==> src/rtl/rategen_pkg.sv <==
package rategen_pkg;

  localparam int unsigned NUM_LEVELS      = 11;
  localparam int unsigned TOP_LEVEL       = NUM_LEVELS - 1;
  localparam int unsigned LVL_W           = $clog2(NUM_LEVELS);
  localparam int unsigned FALLBACK_PERIOD = 10_000_000;

  // Undivided period in clock cycles for each speed step.
  function automatic int unsigned base_period(input int unsigned lvl);
    case (lvl)
      0:       base_period = 250_000_000;
      1:       base_period = 200_000_000;
      2:       base_period = 175_000_000;
      3:       base_period = 150_000_000;
      4:       base_period = 125_000_000;
      5:       base_period = 100_000_000;
      6:       base_period = 75_000_000;
      7:       base_period = 62_500_000;
      8:       base_period = 50_000_000;
      9:       base_period = 35_000_000;
      10:      base_period = 25_000_000;
      default: base_period = FALLBACK_PERIOD;
    endcase
  endfunction

  // Scaled period; a result of zero is raised to one cycle.
  function automatic int unsigned scaled_period(input int unsigned base,
                                                input int unsigned divisor);
    int unsigned q;
    q = base / divisor;
    scaled_period = (q == 0) ? 1 : q;
  endfunction

endpackage

==> src/rtl/rg_btn_edge.sv <==
module rg_btn_edge #(
  parameter int unsigned STAGES = 2
) (
  input  logic clk_i,
  input  logic rst_ni,
  input  logic btn_i,
  output logic rise_o
);

  // STAGES synchronizer flops plus one history flop for edge detection.
  logic [STAGES:0] chain_q;
  logic [STAGES:0] chain_d;

  always_comb begin
    chain_d = {chain_q[STAGES-1:0], btn_i};
  end

  always_ff @(posedge clk_i or negedge rst_ni) begin
    if (!rst_ni) begin
      chain_q <= '0;
    end else begin
      chain_q <= chain_d;
    end
  end

  assign rise_o = chain_q[STAGES-1] & ~chain_q[STAGES];

  AST_RISE_SINGLE: assert property (@(posedge clk_i) disable iff (!rst_ni)
    rise_o |=> !rise_o);

endmodule

==> src/rtl/rg_level_ctrl.sv <==
module rg_level_ctrl
  import rategen_pkg::*;
(
  input  logic             clk_i,
  input  logic             rst_ni,
  input  logic             up_rise_i,
  input  logic             dn_rise_i,
  output logic [LVL_W-1:0] level_o,
  output logic             change_o
);

  localparam logic [LVL_W-1:0] LVL_TOP  = LVL_W'(TOP_LEVEL);
  localparam logic [LVL_W-1:0] LVL_ZERO = '0;
  localparam logic [LVL_W-1:0] LVL_ONE  = LVL_W'(1);

  logic [LVL_W-1:0] lvl_q;
  logic [LVL_W-1:0] lvl_d;
  logic             lvl_en;

  // Next-state logic: one step per accepted edge; both edges together cancel.
  always_comb begin
    lvl_d  = lvl_q;
    lvl_en = 1'b0;
    if (up_rise_i && !dn_rise_i && (lvl_q < LVL_TOP)) begin
      lvl_d  = lvl_q + LVL_ONE;
      lvl_en = 1'b1;
    end else if (dn_rise_i && !up_rise_i && (lvl_q != LVL_ZERO)) begin
      lvl_d  = lvl_q - LVL_ONE;
      lvl_en = 1'b1;
    end
  end

  always_ff @(posedge clk_i or negedge rst_ni) begin
    if (!rst_ni) begin
      lvl_q <= '0;
    end else if (lvl_en) begin
      lvl_q <= lvl_d;
    end
  end

  assign level_o  = lvl_q;
  assign change_o = lvl_en;

  AST_LEVEL_RANGE: assert property (@(posedge clk_i) disable iff (!rst_ni)
    lvl_q <= LVL_TOP);
  AST_UP_STEP: assert property (@(posedge clk_i) disable iff (!rst_ni)
    (up_rise_i && !dn_rise_i && lvl_q < LVL_TOP) |=> lvl_q == $past(lvl_q) + LVL_ONE);
  AST_DOWN_STEP: assert property (@(posedge clk_i) disable iff (!rst_ni)
    (dn_rise_i && !up_rise_i && lvl_q != LVL_ZERO) |=> lvl_q == $past(lvl_q) - LVL_ONE);
  AST_SAT_TOP: assert property (@(posedge clk_i) disable iff (!rst_ni)
    (lvl_q == LVL_TOP && up_rise_i) |=> lvl_q == LVL_TOP);
  AST_SAT_ZERO: assert property (@(posedge clk_i) disable iff (!rst_ni)
    (lvl_q == LVL_ZERO && dn_rise_i) |=> lvl_q == LVL_ZERO);
  AST_BOTH_HOLD: assert property (@(posedge clk_i) disable iff (!rst_ni)
    (up_rise_i && dn_rise_i) |=> $stable(lvl_q));

endmodule

==> src/rtl/rg_period_sel.sv <==
module rg_period_sel
  import rategen_pkg::*;
#(
  parameter int unsigned DIVISOR = 1,
  parameter int unsigned CNT_W   = 28
) (
  input  logic [LVL_W-1:0] level_i,
  output logic [CNT_W-1:0] period_o
);

  localparam logic [CNT_W-1:0] FALLBACK =
    CNT_W'(scaled_period(FALLBACK_PERIOD, DIVISOR));

  logic [CNT_W-1:0] table_w [NUM_LEVELS];

  for (genvar g = 0; g < NUM_LEVELS; g++) begin : g_entry
    localparam int unsigned ENTRY = scaled_period(base_period(g), DIVISOR);
    assign table_w[g] = CNT_W'(ENTRY);
  end

  // A level code with no table entry selects the fallback period.
  always_comb begin
    period_o = FALLBACK;
    for (int i = 0; i < NUM_LEVELS; i++) begin
      if (level_i == LVL_W'(i)) begin
        period_o = table_w[i];
      end
    end
  end

endmodule

==> src/rtl/rg_pulse_timer.sv <==
module rg_pulse_timer #(
  parameter int unsigned CNT_W = 28
) (
  input  logic             clk_i,
  input  logic             rst_ni,
  input  logic [CNT_W-1:0] period_i,
  input  logic             restart_i,
  output logic             pulse_o,
  output logic             toggle_o
);

  logic [CNT_W-1:0] cnt_q, cnt_d;
  logic             pulse_q, pulse_d;
  logic             tog_q, tog_d;
  logic             hit;

  always_comb begin
    hit     = (cnt_q == period_i);
    pulse_d = hit && !restart_i;
    if (restart_i || hit) begin
      cnt_d = '0;
    end else begin
      cnt_d = cnt_q + CNT_W'(1);
    end
    tog_d = tog_q ^ pulse_d;
  end

  always_ff @(posedge clk_i or negedge rst_ni) begin
    if (!rst_ni) begin
      cnt_q   <= '0;
      pulse_q <= 1'b0;
      tog_q   <= 1'b0;
    end else begin
      cnt_q   <= cnt_d;
      pulse_q <= pulse_d;
      tog_q   <= tog_d;
    end
  end

  assign pulse_o  = pulse_q;
  assign toggle_o = tog_q;

  AST_CNT_BOUND: assert property (@(posedge clk_i) disable iff (!rst_ni)
    cnt_q <= period_i);
  AST_PULSE_ONE_CYCLE: assert property (@(posedge clk_i) disable iff (!rst_ni)
    pulse_q |=> !pulse_q);
  AST_PULSE_AT_PERIOD: assert property (@(posedge clk_i) disable iff (!rst_ni)
    pulse_q |-> cnt_q == '0);
  AST_TOGGLE_ON_PULSE: assert property (@(posedge clk_i) disable iff (!rst_ni)
    (tog_q != $past(tog_q)) |-> pulse_q);
  AST_PULSE_FLIPS: assert property (@(posedge clk_i) disable iff (!rst_ni)
    pulse_q |-> (tog_q != $past(tog_q)));
  AST_RESTART_CLEARS: assert property (@(posedge clk_i) disable iff (!rst_ni)
    restart_i |=> (cnt_q == '0 && !pulse_q));

endmodule

==> src/rtl/step_rate_pulser.sv <==
module step_rate_pulser
  import rategen_pkg::*;
#(
  parameter int unsigned DIVISOR     = 1,
  parameter int unsigned CNT_W       = 28,
  parameter int unsigned SYNC_STAGES = 2
) (
  input  logic             clk_i,
  input  logic             rst_ni,
  input  logic             up_i,
  input  logic             down_i,
  output logic             pulse_o,
  output logic             toggle_o,
  output logic [LVL_W-1:0] level_o
);

  localparam int unsigned NUM_BTN = 2;
  localparam int unsigned BTN_UP  = 0;
  localparam int unsigned BTN_DN  = 1;

  // Reset: asserted at once, released through two flops.
  logic [1:0] rst_sync_q;
  logic       rst_n_int;

  always_ff @(posedge clk_i or negedge rst_ni) begin
    if (!rst_ni) begin
      rst_sync_q <= '0;
    end else begin
      rst_sync_q <= {rst_sync_q[0], 1'b1};
    end
  end

  assign rst_n_int = rst_sync_q[1];

  logic [NUM_BTN-1:0] btn_raw;
  logic [NUM_BTN-1:0] btn_rise;

  assign btn_raw = {down_i, up_i};

  for (genvar g = 0; g < NUM_BTN; g++) begin : g_btn
    rg_btn_edge #(
      .STAGES(SYNC_STAGES)
    ) u_edge (
      .clk_i (clk_i),
      .rst_ni(rst_n_int),
      .btn_i (btn_raw[g]),
      .rise_o(btn_rise[g])
    );
  end

  logic [LVL_W-1:0] level_w;
  logic             level_chg;
  logic [CNT_W-1:0] period_w;

  rg_level_ctrl u_level (
    .clk_i    (clk_i),
    .rst_ni   (rst_n_int),
    .up_rise_i(btn_rise[BTN_UP]),
    .dn_rise_i(btn_rise[BTN_DN]),
    .level_o  (level_w),
    .change_o (level_chg)
  );

  rg_period_sel #(
    .DIVISOR(DIVISOR),
    .CNT_W  (CNT_W)
  ) u_period (
    .level_i (level_w),
    .period_o(period_w)
  );

  rg_pulse_timer #(
    .CNT_W(CNT_W)
  ) u_timer (
    .clk_i    (clk_i),
    .rst_ni   (rst_n_int),
    .period_i (period_w),
    .restart_i(level_chg),
    .pulse_o  (pulse_o),
    .toggle_o (toggle_o)
  );

  assign level_o = level_w;

endmodule

==> config.mk <==
export PLATFORM = sky130hd
export DESIGN_NAME = step_rate_pulser
export DESIGN_NICKNAME = d
export VERILOG_FILES = /design/src/rtl/rategen_pkg.sv /design/src/rtl/rg_btn_edge.sv /design/src/rtl/rg_level_ctrl.sv /design/src/rtl/rg_period_sel.sv /design/src/rtl/rg_pulse_timer.sv /design/src/rtl/step_rate_pulser.sv
export SDC_FILE = /design/constraint.sdc
export NUM_CORES = 1
export LEC_CHECK = 0
export ABC_AREA = 0
export BUFFER_PORTS_ARGS = -buffer_cell sky130_fd_sc_hd__buf_2
export CAP_MARGIN = 5
export CORE_UTILIZATION = 47
export DETAILED_ROUTE_END_ITERATION = 7
export PLACE_DENSITY_LB_ADDON = 0.1
export SLEW_MARGIN = 20
export SYNTH_ARGS = -nofsm -noshare
export SYNTH_HDL_FRONTEND = slang
export SYNTH_SLANG_ARGS = --single-unit
==> constraint.sdc <==
create_clock -name clk_i -period 3.8 [get_ports clk_i]
set_clock_uncertainty 0.05 [all_clocks]
set_input_delay 0.57 -clock clk_i [delete_from_list [all_inputs] [get_ports clk_i]]
set_output_delay 0.57 -clock clk_i [all_outputs]
set_load 0.01 [all_outputs]
==> results.cfg <==
[setup_path]
required_ns = 3.91
critical_setup_path_class = reg2reg
r2r_start = u_level.level_o[1]
cp-start-kind = flop
critPathMaxFanout = 26
endpoint_kind = flop
ff2ff_path_depth = 10
reg2reg_setup_slack_ns = 0.44
critical_path.reg2reg.endpoint = u_timer.cnt_q[10]
worst_ep_arrival_time_ns = 3.47

[cts]
cts_buffers = 5
clk_root_buffer_cell = sky130_fd_sc_hd__clkbuf_8
cts_tree = built
clk_pin_slew_ns = 0.08
cts.htree.levels = 2
worstSkewPairLatency_ns = 0.29
numClockSinks = 42
cts_buffer_depth = 2

[global_routing]
grt_pass1_wl_um = 10900
grt_start_max_net_pins = 41
via_count_of_the_first_global_routing_pass = 2182
antenna_found_initial = 0
grt_util_all_layers = 0.228
grt_overflow_total = 0

[timing]
final.period_utilization = 0.885
max_freq_ghz = 0.297
final_hold_violating_endpoints = 0
setup_viol_count_final = 0
fin_tns_setup_ns = 0
timing_worst_slew_pin_value_ns = 0.886
drv_slew = 0
grt_setup_unrepaired = false
period_needed_ns = 3.36
max-slew-margin-rel = 0.409

[power]
power_per_cell_area_nw_per_um2 = 557
totalPowerFinal_mw = 1.67
power.ir.vdd_worst_uv = 275
leakage_power_nw = 1.20

[placed_design]
place.detailed.hpwl_um = 4550
place.port_buffers = 9
dpl_cell_area_um2 = 2900
dpl.cell_count = 377
place_congestion = 0.901

[route]
num_vias = 2321
drc_errors = 0
detailed_route_wire_length_um = 6350
postRouteAntennaNets = 0
drtPass1Iterations = 5
wl_per_cell_um = 16.5
drt_iter0_drc = 229
via_per_inst = 6.03

[logic_synthesis]
synth_async_sr_flop_share = 1.00
yosysTopAreaCell = sky130_fd_sc_hd__dfrtp_1
synth_enable_flop_cells = 0
synth_area_per_cell_um2 = 9.04
yosysMostFrequentCell = sky130_fd_sc_hd__dfrtp_1
synth.distinct_cells = 56
register_bit_total_from_synthesis = 42
synth_fp_nets = 322
synth_cells = 311
synth_ff_type = sky130_fd_sc_hd__dfrtp_1
yosys_warnings = 0
synth.cell_area_um2 = 2810
yosysTopAreaCellShare = 0.374
synth-seq-area-share = 0.374
synthTopCellsByArea = sky130_fd_sc_hd__dfrtp_1 37%, sky130_fd_sc_hd__xor2_1 6.5%, sky130_fd_sc_hd__nor3_1 5.7%
synth.top_cells.by_count = 42 x sky130_fd_sc_hd__dfrtp_1, 32 x sky130_fd_sc_hd__nor3_1, 21 x sky130_fd_sc_hd__xor2_1, 18 x sky130_fd_sc_hd__xnor2_1, 16 x sky130_fd_sc_hd__nor2_1

[floorplan]
fp.coreArea_um2 = 5640
die_w_um = 79.3
die_h_um = 79.3
rows = 27
initial_utilization = 0.498
die_area_um2 = 6290
top_level_ports = 10

[layout]
layout-drive-gt1-share = 0.102
layout.filler_cells = 536
antenna_cells = 0
fin_area_um2 = 2990
multi_input_area_um2 = 1620
layout.area.seq_um2 = 1050
final_nets = 324
area.growth.synth_to_final_pct = 6.36
layout_cells_excl_fill = 385

[min_path]
min-delay-path-class = reg2reg
timing.hold.worst_endpoint = g_btn[0].u_edge.chain_q[1]
hold_depth = 0
worst_hold_startpoint = g_btn[0].u_edge.chain_q[0]

[run_status]
run_status = complete, no violations

[run]
max_cap_violations = 0
state kept, by name (all words and copies together), names as in the netlist:
register	count
u_level.level_o	4
rst_sync_q	2
g_btn.u_edge.chain_q	6
u_timer.toggle_o	1
u_timer.cnt_q	28
u_timer.pulse_o	1
cells in the final DEF (no fill, tap or decap), drive strengths merged, types with 4 or more instances in the layout:
cell and count:
o21ai 9, xor2 21, ha 7, clkbuf 6, and2 5, nor3 32, inv 9, a31oi 4
buf 15, nand2 14, dfrtp 42, xnor2 18, nor2b 9, a21oi 7, nand4 8, a211oi 4
nor4 5, nor2 16, mux2i 4, and3 7, nand3 15, nand2b 8
stage by stage:
step | hold WS (ns) | util | worst slack (ns)
detailed placement | 0.290 | 0.513 | 0.447
CTS | 0.308 | 0.529 | 0.419
floorplan | 0.224 | - | 0.800
finish | 0.303 | 0.530 | 0.438
global placement | 0.283 | 0.513 | 0.469
global route | 0.313 | 0.530 | 0.0637
power breakdown:
group	total [mW]	internal [mW]	switching, mW
Combinational	0.802	0.322	0.479
Sequential	0.585	0.488	0.0968
Clock	0.280	0.126	0.154
worst max-delay path by stage:
stage	startpoint	end	slack [ns]	cells past startpoint
after floorplan	u_level.level_o[0]	u_timer.pulse_o	0.80	9
after global placement	u_level.level_o[1]	u_timer.pulse_o	0.47	7
after detailed placement	u_level.level_o[1]	u_timer.pulse_o	0.45	8
after CTS	u_level.level_o[1]	u_timer.pulse_o	0.42	8
after global routing	u_level.level_o[1]	u_timer.cnt_q[12]	0.06	10
final	u_level.level_o[1]	u_timer.cnt_q[10]	0.44	10
worst max-delay path, cell delays in order (launching register included):
cell                        delay, ns
sky130_fd_sc_hd__dfrtp_1         0.47
sky130_fd_sc_hd__inv_1           0.13
sky130_fd_sc_hd__ha_1            0.36
sky130_fd_sc_hd__nor2b_1         0.20
sky130_fd_sc_hd__o21ai_0         0.22
sky130_fd_sc_hd__a21oi_1         0.14
sky130_fd_sc_hd__or4_1           0.48
sky130_fd_sc_hd__a2111oi_0       0.60
sky130_fd_sc_hd__and4_1          0.32
sky130_fd_sc_hd__buf_12          0.18
sky130_fd_sc_hd__nor3_1          0.07
what timing repair did:
action / in CTS / in global routing
hold endpoints to repair: 2 / 0
setup buffers: 0 / 0
hold buffers: 1 / 0
resized for setup: 0 / 2
endpoints found under the setup margin: 0 / 1
per-layer routing:
| layer | track usage | share of wire | vias to the layer above |
|---|---|---|---|
| li1 | - | - | 1119 |
| met1 | 0.340 | 0.51 | 1121 |
| met2 | 0.341 | 0.43 | 73 |
| met3 | 0.0368 | 0.046 | 8 |
| met4 | 0.0582 | 0.011 | 0 |
| met5 | 0 | 0 | - |
final cells by class:
cell class                 instances  area share
clock buffer                       6      0.0243
clock inverter                     1     0.00251
inverter                           9      0.0113
multi-input combinational        239       0.542
sequential                        42       0.352
tap                               72      0.0301
timing repair buffer              16      0.0377
cell families after synthesis:
logic type | count (synthesis) | synth area share
AND/OR/NAND/NOR | 136 | 0.270
AO/OA/AOI/OAI | 51 | 0.133
flip-flops | 42 | 0.374
XOR/XNOR | 39 | 0.121
buffers and inverters | 30 | 0.0512
adder cells (fa/ha/maj) | 7 | 0.0312
multiplexers | 5 | 0.0182
other | 1 | 0.00133
Power figures use the tool's default switching activity.
